$ cat config.mk
export PLATFORM = sky130hd
export DESIGN_NAME = rx_chain_walker
export DESIGN_NICKNAME = d
export VERILOG_FILES = /design/src/rtl/rxw_pkg.sv /design/src/rtl/rxw_addr_wrap.sv /design/src/rtl/rxw_hdr_judge.sv /design/src/rtl/rx_chain_walker.sv
export SDC_FILE = /design/constraint.sdc
export NUM_CORES = 1
export LEC_CHECK = 0
export ABC_AREA = 1
export BUFFER_PORTS_ARGS = -buffer_cell sky130_fd_sc_hd__clkbuf_2
export CORE_MARGIN = 1.5
export CORE_UTILIZATION = 40
export DETAILED_ROUTE_END_ITERATION = 16
export PLACE_DENSITY = 0.65
export SYNTH_ARGS = -nofsm -noshare
export SYNTH_HDL_FRONTEND = slang
export SYNTH_HIERARCHICAL = 1
export SYNTH_SLANG_ARGS = --single-unit
$ cat constraint.sdc
create_clock -name clk -period 4.8 [get_ports clk]
set_clock_uncertainty 0.1 [all_clocks]
set_input_delay 0.72 -clock clk [delete_from_list [all_inputs] [get_ports clk]]
set_output_delay 0.72 -clock clk [all_outputs]
set_load 0.01 [all_outputs]
$ cat src/rtl/rxw_pkg.sv
package rxw_pkg;

   typedef enum logic [2:0] {
      ST_IDLE,
      ST_RD_LO,
      ST_RD_HI,
      ST_GRAB,
      ST_JUDGE,
      ST_OFFER
   } walk_state_e;

   typedef enum logic [1:0] {
      V_STOP,
      V_FAULT,
      V_TAKE
   } verdict_e;

endpackage

$ cat src/rtl/rxw_addr_wrap.sv
module rxw_addr_wrap #(
   parameter int ADDR_W  = 16,
   parameter int RX_BASE = 'h4000,
   parameter int OFFSET  = 4
) (
   input  logic [ADDR_W-1:0] base_in,
   output logic [ADDR_W-1:0] wrapped
);
   localparam int SW = ADDR_W + 1;

   generate
      if (RX_BASE == 0) begin : g_flat
         assign wrapped = base_in + ADDR_W'(OFFSET);
      end else begin : g_fold
         logic [SW-1:0] sum;
         assign sum = {1'b0, base_in} + SW'(OFFSET);
         // past the top of RAM: drop the carry and re-enter at the region base
         assign wrapped = sum[ADDR_W] ? (sum[ADDR_W-1:0] + ADDR_W'(RX_BASE))
                                      : sum[ADDR_W-1:0];
      end
   endgenerate

endmodule

$ cat src/rtl/rxw_hdr_judge.sv
module rxw_hdr_judge
   import rxw_pkg::*;
#(
   parameter int ADDR_W  = 16,
   parameter int REGION  = 'hC000,
   parameter int MAX_LEN = 1514
) (
   input  logic [ADDR_W-1:0] hdr_addr,
   input  logic [15:0]       link_word,
   input  logic [7:0]        stat_byte,
   output logic [ADDR_W-1:0] next_ptr,
   output logic [ADDR_W-1:0] pkt_len,
   output verdict_e          verdict
);
   localparam int SW       = ADDR_W + 3;
   localparam int DONE_BIT = 7;

   logic [15:0]          link_swapped;
   logic signed [SW-1:0] diff;
   logic signed [SW-1:0] adj;
   logic                 too_long;

   always_comb begin
      link_swapped = {link_word[7:0], link_word[15:8]};
      next_ptr     = link_swapped[ADDR_W-1:0];
      diff         = $signed(SW'(next_ptr)) - $signed(SW'(hdr_addr)) - SW'(4);
      adj          = diff[SW-1] ? (diff + $signed(SW'(REGION))) : diff;
      too_long     = adj[SW-1] || (adj > $signed(SW'(MAX_LEN)));
      pkt_len      = adj[ADDR_W-1:0];
      if (next_ptr == '0 || !stat_byte[DONE_BIT])
         verdict = V_STOP;
      else if (stat_byte[3:0] != 4'h0 || too_long)
         verdict = V_FAULT;
      else
         verdict = V_TAKE;
   end

endmodule

$ cat src/rtl/rx_chain_walker.sv
module rx_chain_walker
   import rxw_pkg::*;
#(
   parameter int ADDR_W   = 16,
   parameter int RX_BASE  = 'h4000,
   parameter int MAX_LEN  = 1514,
   parameter int MAX_PKTS = 256
) (
   input  logic              clk,
   input  logic              rst_n,
   input  logic              walk_start,
   output logic              busy,
   output logic              walk_done,
   output logic              walk_err,
   output logic              mem_rd_en,
   output logic [ADDR_W-2:0] mem_rd_addr,
   input  logic [15:0]       mem_rd_data,
   output logic              desc_valid,
   input  logic              desc_ready,
   output logic [ADDR_W-1:0] desc_addr,
   output logic [ADDR_W-1:0] desc_len,
   output logic [ADDR_W-1:0] rx_ptr,
   output logic [ADDR_W-9:0] rx_end_page
);
   localparam int SPAN   = 2 ** ADDR_W;
   localparam int REGION = SPAN - RX_BASE;
   localparam int CNT_W  = $clog2(MAX_PKTS + 1);
   localparam logic [ADDR_W-1:0] BASE_V = ADDR_W'(RX_BASE);
   localparam logic [CNT_W-1:0]  CAP_V  = CNT_W'(MAX_PKTS);

   if (ADDR_W < 9 || ADDR_W > 16) begin : g_bad_addr_w
      $error("rx_chain_walker: ADDR_W must lie in 9..16");
   end
   if (RX_BASE < 0 || RX_BASE >= SPAN || RX_BASE % 256 != 0) begin : g_bad_base
      $error("rx_chain_walker: RX_BASE must be page aligned inside the RAM");
   end
   if (MAX_LEN < 1 || MAX_LEN >= REGION) begin : g_bad_len
      $error("rx_chain_walker: MAX_LEN must be positive and below the region size");
   end
   if (MAX_PKTS < 1) begin : g_bad_cap
      $error("rx_chain_walker: MAX_PKTS must be at least one");
   end

   walk_state_e       state;
   logic [ADDR_W-1:0] cur;
   logic [15:0]       link_q;
   logic [7:0]        stat_q;
   logic [CNT_W-1:0]  taken;
   logic [ADDR_W-1:0] hi_addr;
   logic [ADDR_W-1:0] pay_addr;
   logic [ADDR_W-1:0] next_ptr;
   logic [ADDR_W-1:0] pkt_len;
   logic [ADDR_W-1:0] sel_addr;
   logic              unused_lsb;
   verdict_e          verdict;

   rxw_addr_wrap #(.ADDR_W(ADDR_W), .RX_BASE(RX_BASE), .OFFSET(2)) u_hi_wrap (
      .base_in (cur),
      .wrapped (hi_addr)
   );

   rxw_addr_wrap #(.ADDR_W(ADDR_W), .RX_BASE(RX_BASE), .OFFSET(4)) u_pay_wrap (
      .base_in (cur),
      .wrapped (pay_addr)
   );

   rxw_hdr_judge #(.ADDR_W(ADDR_W), .REGION(REGION), .MAX_LEN(MAX_LEN)) u_judge (
      .hdr_addr  (cur),
      .link_word (link_q),
      .stat_byte (stat_q),
      .next_ptr  (next_ptr),
      .pkt_len   (pkt_len),
      .verdict   (verdict)
   );

   always_comb begin
      busy        = (state != ST_IDLE);
      desc_valid  = (state == ST_OFFER);
      mem_rd_en   = (state == ST_RD_LO) || (state == ST_RD_HI);
      sel_addr    = (state == ST_RD_HI) ? hi_addr : cur;
      mem_rd_addr = sel_addr[ADDR_W-1:1];
      unused_lsb  = sel_addr[0];
   end

   always_ff @(posedge clk or negedge rst_n) begin
      if (!rst_n) begin
         state       <= ST_IDLE;
         cur         <= BASE_V;
         link_q      <= '0;
         stat_q      <= '0;
         taken       <= '0;
         desc_addr   <= '0;
         desc_len    <= '0;
         rx_ptr      <= BASE_V;
         rx_end_page <= BASE_V[ADDR_W-1:8];
         walk_done   <= 1'b0;
         walk_err    <= 1'b0;
      end else begin
         walk_done <= 1'b0;
         walk_err  <= 1'b0;
         case (state)
            ST_IDLE: begin
               if (walk_start) begin
                  cur   <= rx_ptr;
                  taken <= '0;
                  state <= ST_RD_LO;
               end
            end
            ST_RD_LO: state <= ST_RD_HI;
            ST_RD_HI: begin
               link_q <= mem_rd_data;
               state  <= ST_GRAB;
            end
            ST_GRAB: begin
               stat_q <= mem_rd_data[15:8];
               state  <= ST_JUDGE;
            end
            ST_JUDGE: begin
               case (verdict)
                  V_TAKE: begin
                     desc_addr <= pay_addr;
                     desc_len  <= pkt_len;
                     state     <= ST_OFFER;
                  end
                  V_FAULT: begin
                     rx_ptr      <= BASE_V;
                     rx_end_page <= BASE_V[ADDR_W-1:8];
                     walk_done   <= 1'b1;
                     walk_err    <= 1'b1;
                     state       <= ST_IDLE;
                  end
                  default: begin
                     rx_ptr      <= cur;
                     rx_end_page <= cur[ADDR_W-1:8];
                     walk_done   <= 1'b1;
                     state       <= ST_IDLE;
                  end
               endcase
            end
            ST_OFFER: begin
               if (desc_ready) begin
                  taken <= taken + CNT_W'(1);
                  cur   <= next_ptr;
                  if (desc_len == '0) begin
                     rx_ptr      <= next_ptr;
                     rx_end_page <= next_ptr[ADDR_W-1:8];
                     walk_done   <= 1'b1;
                     state       <= ST_IDLE;
                  end else if (taken + CNT_W'(1) == CAP_V) begin
                     rx_ptr      <= BASE_V;
                     rx_end_page <= BASE_V[ADDR_W-1:8];
                     walk_done   <= 1'b1;
                     walk_err    <= 1'b1;
                     state       <= ST_IDLE;
                  end else begin
                     state <= ST_RD_LO;
                  end
               end
            end
            default: state <= ST_IDLE;
         endcase
      end
   end

   // descriptor must not move while the consumer stalls
   assert_desc_hold_R9: assert property (@(posedge clk) disable iff (!rst_n)
      (desc_valid && !desc_ready) |=> (desc_valid && $stable(desc_addr) && $stable(desc_len)));

   // the page register tracks the saved pointer whenever the walker rests
   assert_page_track_R10: assert property (@(posedge clk) disable iff (!rst_n)
      !busy |-> (rx_end_page == rx_ptr[ADDR_W-1:8]));

   // an abort always ends the walk and rewinds to the region base
   assert_fault_rewind_R7: assert property (@(posedge clk) disable iff (!rst_n)
      walk_err |-> (walk_done && rx_ptr == BASE_V));

   // no oversized frame ever reaches the consumer
   assert_len_cap_R8: assert property (@(posedge clk) disable iff (!rst_n)
      desc_valid |-> (desc_len <= ADDR_W'(MAX_LEN)));

   // header reads stay inside the receive region
   assert_rd_region_R6: assert property (@(posedge clk) disable iff (!rst_n)
      mem_rd_en |-> ({mem_rd_addr, 1'b0} >= BASE_V));

   // end of walk leaves the block quiet
   assert_done_idle_R10: assert property (@(posedge clk) disable iff (!rst_n)
      walk_done |-> (!busy && !desc_valid && !mem_rd_en));

   // frame counter never passes the per-walk limit
   assert_cap_R12: assert property (@(posedge clk) disable iff (!rst_n)
      taken <= CAP_V);

endmodule

# Yosys cells after proc, flatten, opt, wreduce, memory -nomap -nowiden
# Index checks and enable logic that the tools add are counted.
# word_totals
reg_bits	110
output_inout_bits	76
# classes
addsub	8
mux	37
n_eq_ne	12
magnitude_cmp	1
n_reduce_logical	16
# op_table
op	count
16-bit two-way mux	8
16-bit case mux with 2 select lines	3
16-bit by 15-bit adder with 16-bit output, second input constant	2
16-bit zero test	2
8-bit case mux with 2 select lines	2
8-bit two-way mux	3
19-bit by 17-bit adder with 19-bit output, second input constant	1
19-bit by 12-bit greater-than comparator with 1-bit output, second input constant	1
19-bit two-way mux	1
19-bit by 4-bit subtractor with 19-bit output, second input constant	1
9-bit two-way mux	2
3-bit case mux with 6 select lines	1
9-bit case mux with 2 select lines	1
16-bit by 2-bit adder with 17-bit output, second input constant	1
16-bit by 3-bit adder with 17-bit output, second input constant	1
16-bit by 16-bit subtractor with 17-bit output	1
9-bit by 1-bit adder with 9-bit output, second input constant	1
9-bit == test, second input constant	1
1-bit two-way mux	9
3-bit two-way mux	3
3-bit by 2-bit == test with 1-bit output, second input constant	2
3-bit == test, second input constant	2
1-bit logical OR	4
2-bit two-way mux	2
other kinds (15)	19

# Longest topological paths before layout
# Gate-level depths: netlist of the first run.
# depth
depth_word	12
ltp_mapped	31
depth_no_buf	31

# Modules after synthesis
# Netlist of the first run, hierarchy kept.
# by_module_without_submodules
mod	area_each_um2	n_inst	cells_each
rx_chain_walker	4702.0	1	508
rxw_hdr_judge	2004.4	1	376
rxw_addr_wrap at u_hi_wrap	346.6	1	61
rxw_addr_wrap at u_pay_wrap	345.3	1	62

# Least setup slack after synthesis of the first run
# OpenSTA, ideal clock, no wires.
# synth_timing
path_kind	flip-flop to flip-flop
from	register cur[0]
to	register desc_len[11]
stages_incl_launch_ff	23
path_buffers	1
required_time_ps	4575
synth_period_minus_slack_ps	3951
setup_slack_ps	849
arrival_time_ps	3727
setup_time_ps	125
path_cell_list	dfrtp_1 -> ha_1 -> fa_1 -> xnor2_1 -> inv_1 -> ha_1 -> nand2_1 -> nor2_2 -> nand2_2 -> nor2_4 -> nand4_1 -> nand2_2 -> inv_1 -> ha_1 -> nand4_1 -> nand2_1 -> nand4_2 -> nor2_1 -> nor2_1 -> nor2_1 -> nand3_1 -> clkbuf_1 -> mux2_2
# synth_between
elab_chain_len	11
# synth_rtl
element	line	text
from (decl)	rx_chain_walker.sv:45	logic [ADDR_W-1:0] cur;
from (signal assigned)	rx_chain_walker.sv:104	cur <= rx_ptr;
from (signal assigned)	rx_chain_walker.sv:143	cur <= next_ptr;
16-bit by 16-bit subtractor with 17-bit output *	rxw_hdr_judge.sv:26	diff = $signed(SW'(next_ptr)) - $signed(SW'(hdr_addr)) - SW'(4);
19-bit by 4-bit subtractor with 19-bit output *	rxw_hdr_judge.sv:26	
19-bit by 17-bit adder with 19-bit output	rxw_hdr_judge.sv:27	adj = diff[SW-1] ? (diff + $signed(SW'(REGION))) : diff;
19-bit two-way mux *	rxw_hdr_judge.sv:27	
via pkt_len[2]	rx_chain_walker.sv:52	logic [ADDR_W-1:0] pkt_len;
19-bit by 12-bit greater-than comparator with 1-bit output *	rxw_hdr_judge.sv:28	too_long = adj[SW-1] || (adj > $signed(SW'(MAX_LEN)));
1-bit logical OR *	rxw_hdr_judge.sv:28	
1-bit logical OR *	rxw_hdr_judge.sv:32	else if (stat_byte[3:0] != 4'h0 || too_long)
2-bit two-way mux *	rxw_hdr_judge.sv:32	
2-bit two-way mux *	rxw_hdr_judge.sv:30	if (next_ptr == '0 || !stat_byte[DONE_BIT])
via verdict[0]	rx_chain_walker.sv:55	verdict_e verdict;
2-bit == test *	rx_chain_walker.sv:119	case (verdict)
2-bit AND reduction (no line) *	n/a	
to (signal assigned)	rx_chain_walker.sv:122	desc_len <= pkt_len;
to (decl)	rx_chain_walker.sv:21	output logic [ADDR_W-1:0] desc_len,
# The timed path passes the listed nets; every way through them passes the cells marked *.
# A chain may end at the register's enable or synchronous reset.

# Worst setup path after layout of the first run
# layout_timing
from	register link_q[8]
to	register desc_len[10]
# layout_between
elab_chain_len	11
elab_cells_between_ends	13
classes_between	add/sub (3); order compare (1); eq/ne (1); mux (3); reduce/logical (5)
# layout_rtl
element	line	text
from (decl)	rx_chain_walker.sv:46	logic [15:0] link_q;
from (signal assigned)	rx_chain_walker.sv:111	link_q <= mem_rd_data;
16-bit by 16-bit subtractor with 17-bit output *	rxw_hdr_judge.sv:26	
19-bit by 4-bit subtractor with 19-bit output *	rxw_hdr_judge.sv:26	
19-bit by 17-bit adder with 19-bit output	rxw_hdr_judge.sv:27	
19-bit two-way mux *	rxw_hdr_judge.sv:27	
via pkt_len[2]	rx_chain_walker.sv:52	
19-bit by 12-bit greater-than comparator with 1-bit output *	rxw_hdr_judge.sv:28	
1-bit logical OR *	rxw_hdr_judge.sv:28	
1-bit logical OR *	rxw_hdr_judge.sv:32	
2-bit two-way mux *	rxw_hdr_judge.sv:32	
2-bit two-way mux *	rxw_hdr_judge.sv:30	
via verdict[0]	rx_chain_walker.sv:55	
2-bit == test *	rx_chain_walker.sv:119	
2-bit AND reduction (no line) *	n/a	
# Marked as above.

==> results of run 1 <==
## repair_timing
| action | in CTS | in global routing |
|---|---|---|
| hold endpoints to repair | 0 | 0 |
| resized for setup | 0 | 1 |
| endpoints found under the setup margin | 0 | 24 |
## worst max-delay path: stages, from the launching register on
cell and delay (ns):
dfrtp_1 0.40, inv_1 0.06, ha_1 0.20, fa_1 0.41, xnor2_1 0.18, inv_1 0.13, ha_1 0.18, nand2_1 0.11
nor2_2 0.18, nand2_2 0.10, nor2_4 0.14, nand4_1 0.12, nand2_2 0.13, inv_1 0.05, ha_1 0.29, nand4_1 0.09
nand2_1 0.09, nand4_2 0.10, nor2_1 0.12, nor2_1 0.08, nor2_1 0.21, nand3_4 0.25, buf_12 0.27, mux2_2 0.28
## per-layer routing
| metal | vias to the layer above | track usage |
|---|---|---|
| met2 | 224 | 0.321 |
| met5 | - | 0 |
| met3 | 32 | 0.0376 |
| met4 | 0 | 0.0741 |
| met1 | 3145 | 0.316 |
| li1 | 3350 | - |
## state kept, by name (all words and copies together) (netlist names), 3 cells and up
register,count
cur,16
desc_addr,16
desc_len,16
link_q,16
rx_ptr,16
taken,9
stat_q,5
state,3
## cell type report
cell class              instances  share of cell area
multi-input cells             713               0.486
flip-flops and latches         99               0.301
repair buffers                120              0.0823
inverters                     134              0.0610
well taps                     229              0.0348
clock buffers                  12              0.0287
clock inverters                 4             0.00653
## cell usage in the layout, fill, tap and decap left out, types with 4 or more instances in the layout
cell type,n
nand3_2,11
nand2_1,279
nand3_1,61
nor4_1,5
ha_1,22
mux2_2,40
nand4_1,37
a31oi_1,15
nand2_2,28
nor2_1,84
a21oi_1,22
xnor2_1,12
xor2_1,12
nor2_2,14
o21ai_0,22
inv_1,129
clkbuf_2,94
inv_2,5
nor2_4,9
o22ai_1,16
and2_1,4
buf_4,25
clkbuf_16,9
dfrtp_1,97
## final timing paths
check / start / to / slack, ns / cells past startpoint
worst min register to register: stat_q[2] / stat_q[2] / 0.39 / 2
worst min-delay path: rst_n / desc_addr[13] / 0.38 / 1
worst max-delay path: link_q[8] / desc_len[10] / 0.39 / 23
max in group asynchronous: rst_n / desc_addr[12] / 3.24 / 2
worst max register to register: link_q[8] / desc_len[10] / 0.39 / 23
min in group clk: stat_q[2] / stat_q[2] / 0.39 / 2
## stage by stage
stage	setup slack, ns	instance area, um2	util	cells	hold slack [ns]
after floorplan	0.862	7290	-	997	0.324
after global placement	0.516	7940	0.444	1295	0.370
after detailed placement	0.406	7940	0.444	1295	0.374
after CTS	0.352	8230	0.460	1311	0.391
after global routing	0.0938	8240	0.460	1311	0.403
final	0.395	8240	0.460	1311	0.380
==> out/metrics.csv, run 1 <==
stage,metric,value,unit
floorplanning,Die Ht,138,um
routing,routed wire length,20300,um
clock_network,clock sink total,99,
grt,total track usage,0.217,
clock_network,clock-pin slew on the worst setup and hold paths,0.07,ns
cells_and_area,layout cell share with drive strength beyond 1,0.234,
timing,Fin Setup TNS,0,ns
routing,DR DRC count,0,
clock_network,CTS Hold Buffers Added,0,
timing,Slew HR,0.335,
setup_path,critical path class,flop to flop,
routing,wire length per cell,15.5,um
cells_and_area,n_diodes,0,
run_status,status,"complete, no violations",
setup_path,Critical Path RT,4.94,ns
floorplanning,die area,19000,um2
routing,DRT met1 WL,9980,um
routing,top layer in use,met4,
setup_path,Critical Path Sink Type,flop,
floorplanning,Initial Util,0.407,
grt,vias in the first global route,6054,
yosys,Synth Area per Inst,7.31,um2
routing,vias,6751,
timing,Final Critical Period,4.41,ns
routing,Post-DRT Antenna Nets,0,
grt,total grt overflow,0,
clock_network,TritonCTS buffer count,9,
place,GP Congestion,0.970,
min_path,Hold Path Class,input pin to asynchronous set/reset pin,
cells_and_area,FF+latch area,2480,um2
timing,Pins Over Slew Limit,0,
routing,WL met3,1290,um
yosys,post-synthesis instance total,997,
routing,met2 wire len,8610,um
routing,drt first pass iters,5,
yosys,Post-Syn Area,7290,um2
routing,vias per cell,5.15,
cells_and_area,Layout Area Growth over Synthesis,13.0,%
grt,largest net degree at the start of global routing,69,
floorplanning,core area,17900,um2
yosys,post-synth net total,1040,
clock_network,htree depth,3,
grt,first-pass GRT wire length,31400,um
setup_path,CP Max Fanout,30,
place,HPWL after DPL,15400,um
floorplanning,Die W,138,um
timing,endpoints failing hold,0,
timing,unrepaired setup endpoints after global routing,no,
cells_and_area,Multi-input gate area,4000,um2
setup_path,crit start category,flop,
yosys,Synth Warn #,6,
cells_and_area,Layout Nets,1120,
timing,final setup violation count,0,
clock_network,later-pin clock latency in the skew report,0.36,ns
cells_and_area,filler instances,1841,
place,Port Buffer Count,95,
clock_network,clock buffer depth,2,
clock_network,TritonCTS clock tree,yes,
routing,number of DRC markers in iteration 0,479,
clock_network,Root Driver,clkbuf_16,
timing,final period utilization,0.918,
setup_path,WP data arrival,4.55,ns
timing,Slew @ Worst Pin,0.995,ns
floorplanning,num rows,49,
clock_network,# Post-CTS Setup Buffers,0,
run,MaxCap Viol Count,0,
grt,initial antenna violation count,0,
timing,max frequency,227,MHz
floorplanning,IO Pins,96,
Power of run 1 is not shown: default switching activity piles up to over one toggle a cycle in this logic, so the estimate is an artifact.
==> run 2, diff against run 1 <==
--- a/config.mk
+++ b/config.mk
@@ -5,7 +5,6 @@
 export SDC_FILE = /design/constraint.sdc
 export NUM_CORES = 1
 export LEC_CHECK = 0
-export ABC_AREA = 1
 export BUFFER_PORTS_ARGS = -buffer_cell sky130_fd_sc_hd__clkbuf_2
 export CORE_MARGIN = 1.5
 export CORE_UTILIZATION = 40
==> run 2 against run 1 <==
The flow now finishes with violations (negative setup slack). Highest routed layer unchanged. Worst setup slack got worse by 0.47 ns. Utilization up 3.4 points. Critical endpoint is now rx_ptr[10]. Sequential cell count is the same. Hold slack gained 0.022 ns. Critical path depth decreased by 3. Sequential share of layout area about the same. Global-route usage decreased by 2.5 points. Cell count decreased by 22%. Register-to-register slack worse by 0.47 ns. Largest cell class unchanged. Clock-buffer cell count is the same. Synthesized cell count down 31%.
==> out/metrics.csv, run 2 <==
stage,metric,value,unit
setup_path,crit start category,flop,
routing,drt first pass iters,5,
timing,endpoints failing hold,0,
cells_and_area,Layout Area Growth over Synthesis,19.5,%
timing,Final WS setup,-0.0716,ns
grt,largest net degree at the start of global routing,73,
run,MaxCap Viol Count,0,
place,pre-CTS WS,-0.235,ns
clock_network,htree depth,3,
grt,GR Layer Usage met2,0.312,
routing,vias per cell,5.40,
power,P_int,0.00359,W
clock_network,clock buffer depth,2,
power,Psw,0.00301,W
run_status,failing checks,negative setup slack,
cells_and_area,most frequent cells in the layout,"clkbuf_2 (94), dfrtp_1 (93), mux2_2 (76), buf_4 (63), nand2_1 (47)",
timing,Final Critical Period,4.87,ns
grt,initial antenna violation count,0,
cells_and_area,Multi-input gate area,4020,um2
cells_and_area,post-route cell area,8260,um2
clock_network,Root Driver,clkbuf_16,
power,Comb power frac,0.684,
floorplanning,Die Ht,134,um
grt,total track usage,0.192,
clock_network,later-pin clock latency in the skew report,0.36,ns
floorplanning,IO Pins,96,
cells_and_area,n_diodes,0,
floorplanning,die area,18100,um2
yosys,post-synthesis instance total,685,
setup_path,WP data arrival,5.02,ns
clock_network,clock-pin slew on the worst setup and hold paths,0.07,ns
run_status,status,"complete, but fails checks",
grt,total grt overflow,0,
floorplanning,Initial Util,0.414,
place,GP Congestion,0.865,
clock_network,CTS Hold Buffers Added,0,
cells_and_area,Layout Nets,846,
clock_network,TritonCTS clock tree,yes,
power,VDD IR max,0.000353,V
cells_and_area,layout cell share with drive strength beyond 1,0.399,
setup_path,Critical Path RT,4.94,ns
yosys,post-synth net total,728,
power,Sw Ratio,0.456,
grt,vias in the first global route,5387,
routing,number of DRC markers in iteration 0,250,
yosys,Synth Area per Inst,10.1,um2
routing,wire length per cell,16.8,um
power,Clk pwr share,0.121,
setup_path,worst r2r path cells,20,
cells_and_area,FF+latch area,2480,um2
grt,GR Util met3,0.0370,
timing,Slew @ Worst Pin,1.11,ns
yosys,Synth Warn #,6,
setup_path,critical path class,flop to flop,
timing,max frequency,205,MHz
routing,routed wire length,17300,um
power,Lkg Pwr,3.93,nW
place,HPWL after DPL,12600,um
grt,first-pass GRT wire length,27600,um
floorplanning,num rows,47,
yosys,Post-Syn Area,6910,um2
setup_path,Worst R2R Setup Slack,-0.07,ns
timing,Fin Setup TNS,-0.908,ns
power,Sequential Power Share,0.195,
timing,Pins Over Slew Limit,0,
floorplanning,core area,16700,um2
timing,unrepaired setup endpoints after global routing,yes,
setup_path,CP Max Fanout,4,
grt,GR peak layer,met2,
timing,Slew HR,0.254,
grt,met1 GRT Util,0.264,
place,Port Buffer Count,95,
place,placed cell areas,7750,um2
cells_and_area,filler instances,1578,
clock_network,clock sink total,99,
cells_and_area,"most common cell after layout, fill and taps aside",clkbuf_2,
floorplanning,Die W,134,um
min_path,Hold Path Class,input pin to asynchronous set/reset pin,
routing,vias,5556,
setup_path,Critical Path Sink Type,flop,
timing,final setup violation count,16,
clock_network,TritonCTS buffer count,9,
routing,DR DRC count,0,
routing,Post-DRT Antenna Nets,0,
power,Pwr per Cell Area,800,nW/um2
timing,final period utilization,1.01,
-- run 2: final timing paths --
kind / start / to
min: rst_n / taken[4]
min in group clk: desc_addr[8] / desc_addr[8]
max in group asynchronous: rst_n / link_q[9]
max reg2reg: link_q[8] / rx_ptr[10]
max: link_q[8] / rx_ptr[10]
min reg2reg: desc_addr[8] / desc_addr[8]
-- run 2: worst max-delay path, stage by stage, from the launching register on --
cell and delay (ns):
dfrtp_1 0.34, inv_1 0.05, ha_2 0.19, fa_2 0.41, nor2b_4 0.17, o2111ai_4 0.17, a21oi_2 0.20, o221ai_2 0.14
xnor2_2 0.19, nor4_4 0.39, and4_1 0.30, nor2_1 0.07, ha_1 0.31, o2111ai_2 0.12, a211oi_2 0.28, and2b_1 0.17
and2b_2 0.15, and2b_2 0.21, a211o_4 0.32, clkbuf_16 0.18, mux2_4 0.29
-- run 2: routing by layer --
metal  share of wire  wire length (um)  vias up
li1                -                 -     2708
met2            0.47              8120      107
met1            0.48              8320     2726
met5               0                 0        -
met3           0.038               657       15
met4           0.010               175        0
-- run 2: final cells by class --
type	instances	area share
clock buffer	12	0.0298
clock inverter	4	0.00894
inverter	34	0.0164
multi-input combinational	498	0.487
sequential	99	0.301
tap	220	0.0333
timing repair buffer	161	0.124
-- run 2: per-stage QoR --
step | power, W | hold WS [ns] | cells | utilization
finish | 0.00660 | 0.402 | 1028 | 0.494
global route | 0.00714 | 0.416 | 1028 | 0.494
CTS | 0.00639 | 0.407 | 1019 | 0.484
detailed placement | 0.00556 | 0.393 | 1003 | 0.464
global placement | 0.00553 | 0.375 | 1003 | 0.464
floorplan | 0.00432 | 0.324 | 685 | -
-- run 2: power by group through the flow --
stage / Clock (W) / Combinational (W) / Sequential, W
floorplan: 0 / 0.00300 / 0.00132
global placement: 0 / 0.00423 / 0.00129
detailed placement: 0 / 0.00426 / 0.00130
CTS: 0.000817 / 0.00429 / 0.00128
global route: 0.000845 / 0.00498 / 0.00132
finish: 0.000801 / 0.00452 / 0.00129
-- run 2: what timing repair did --
action,in CTS,in global routing
endpoints found under the setup margin,15,38
pin swaps,0,14
cloned,0,2
gates resized for setup,1,14
setup buffers,0,7
Note: power is estimated with default switching activity, not from simulation.
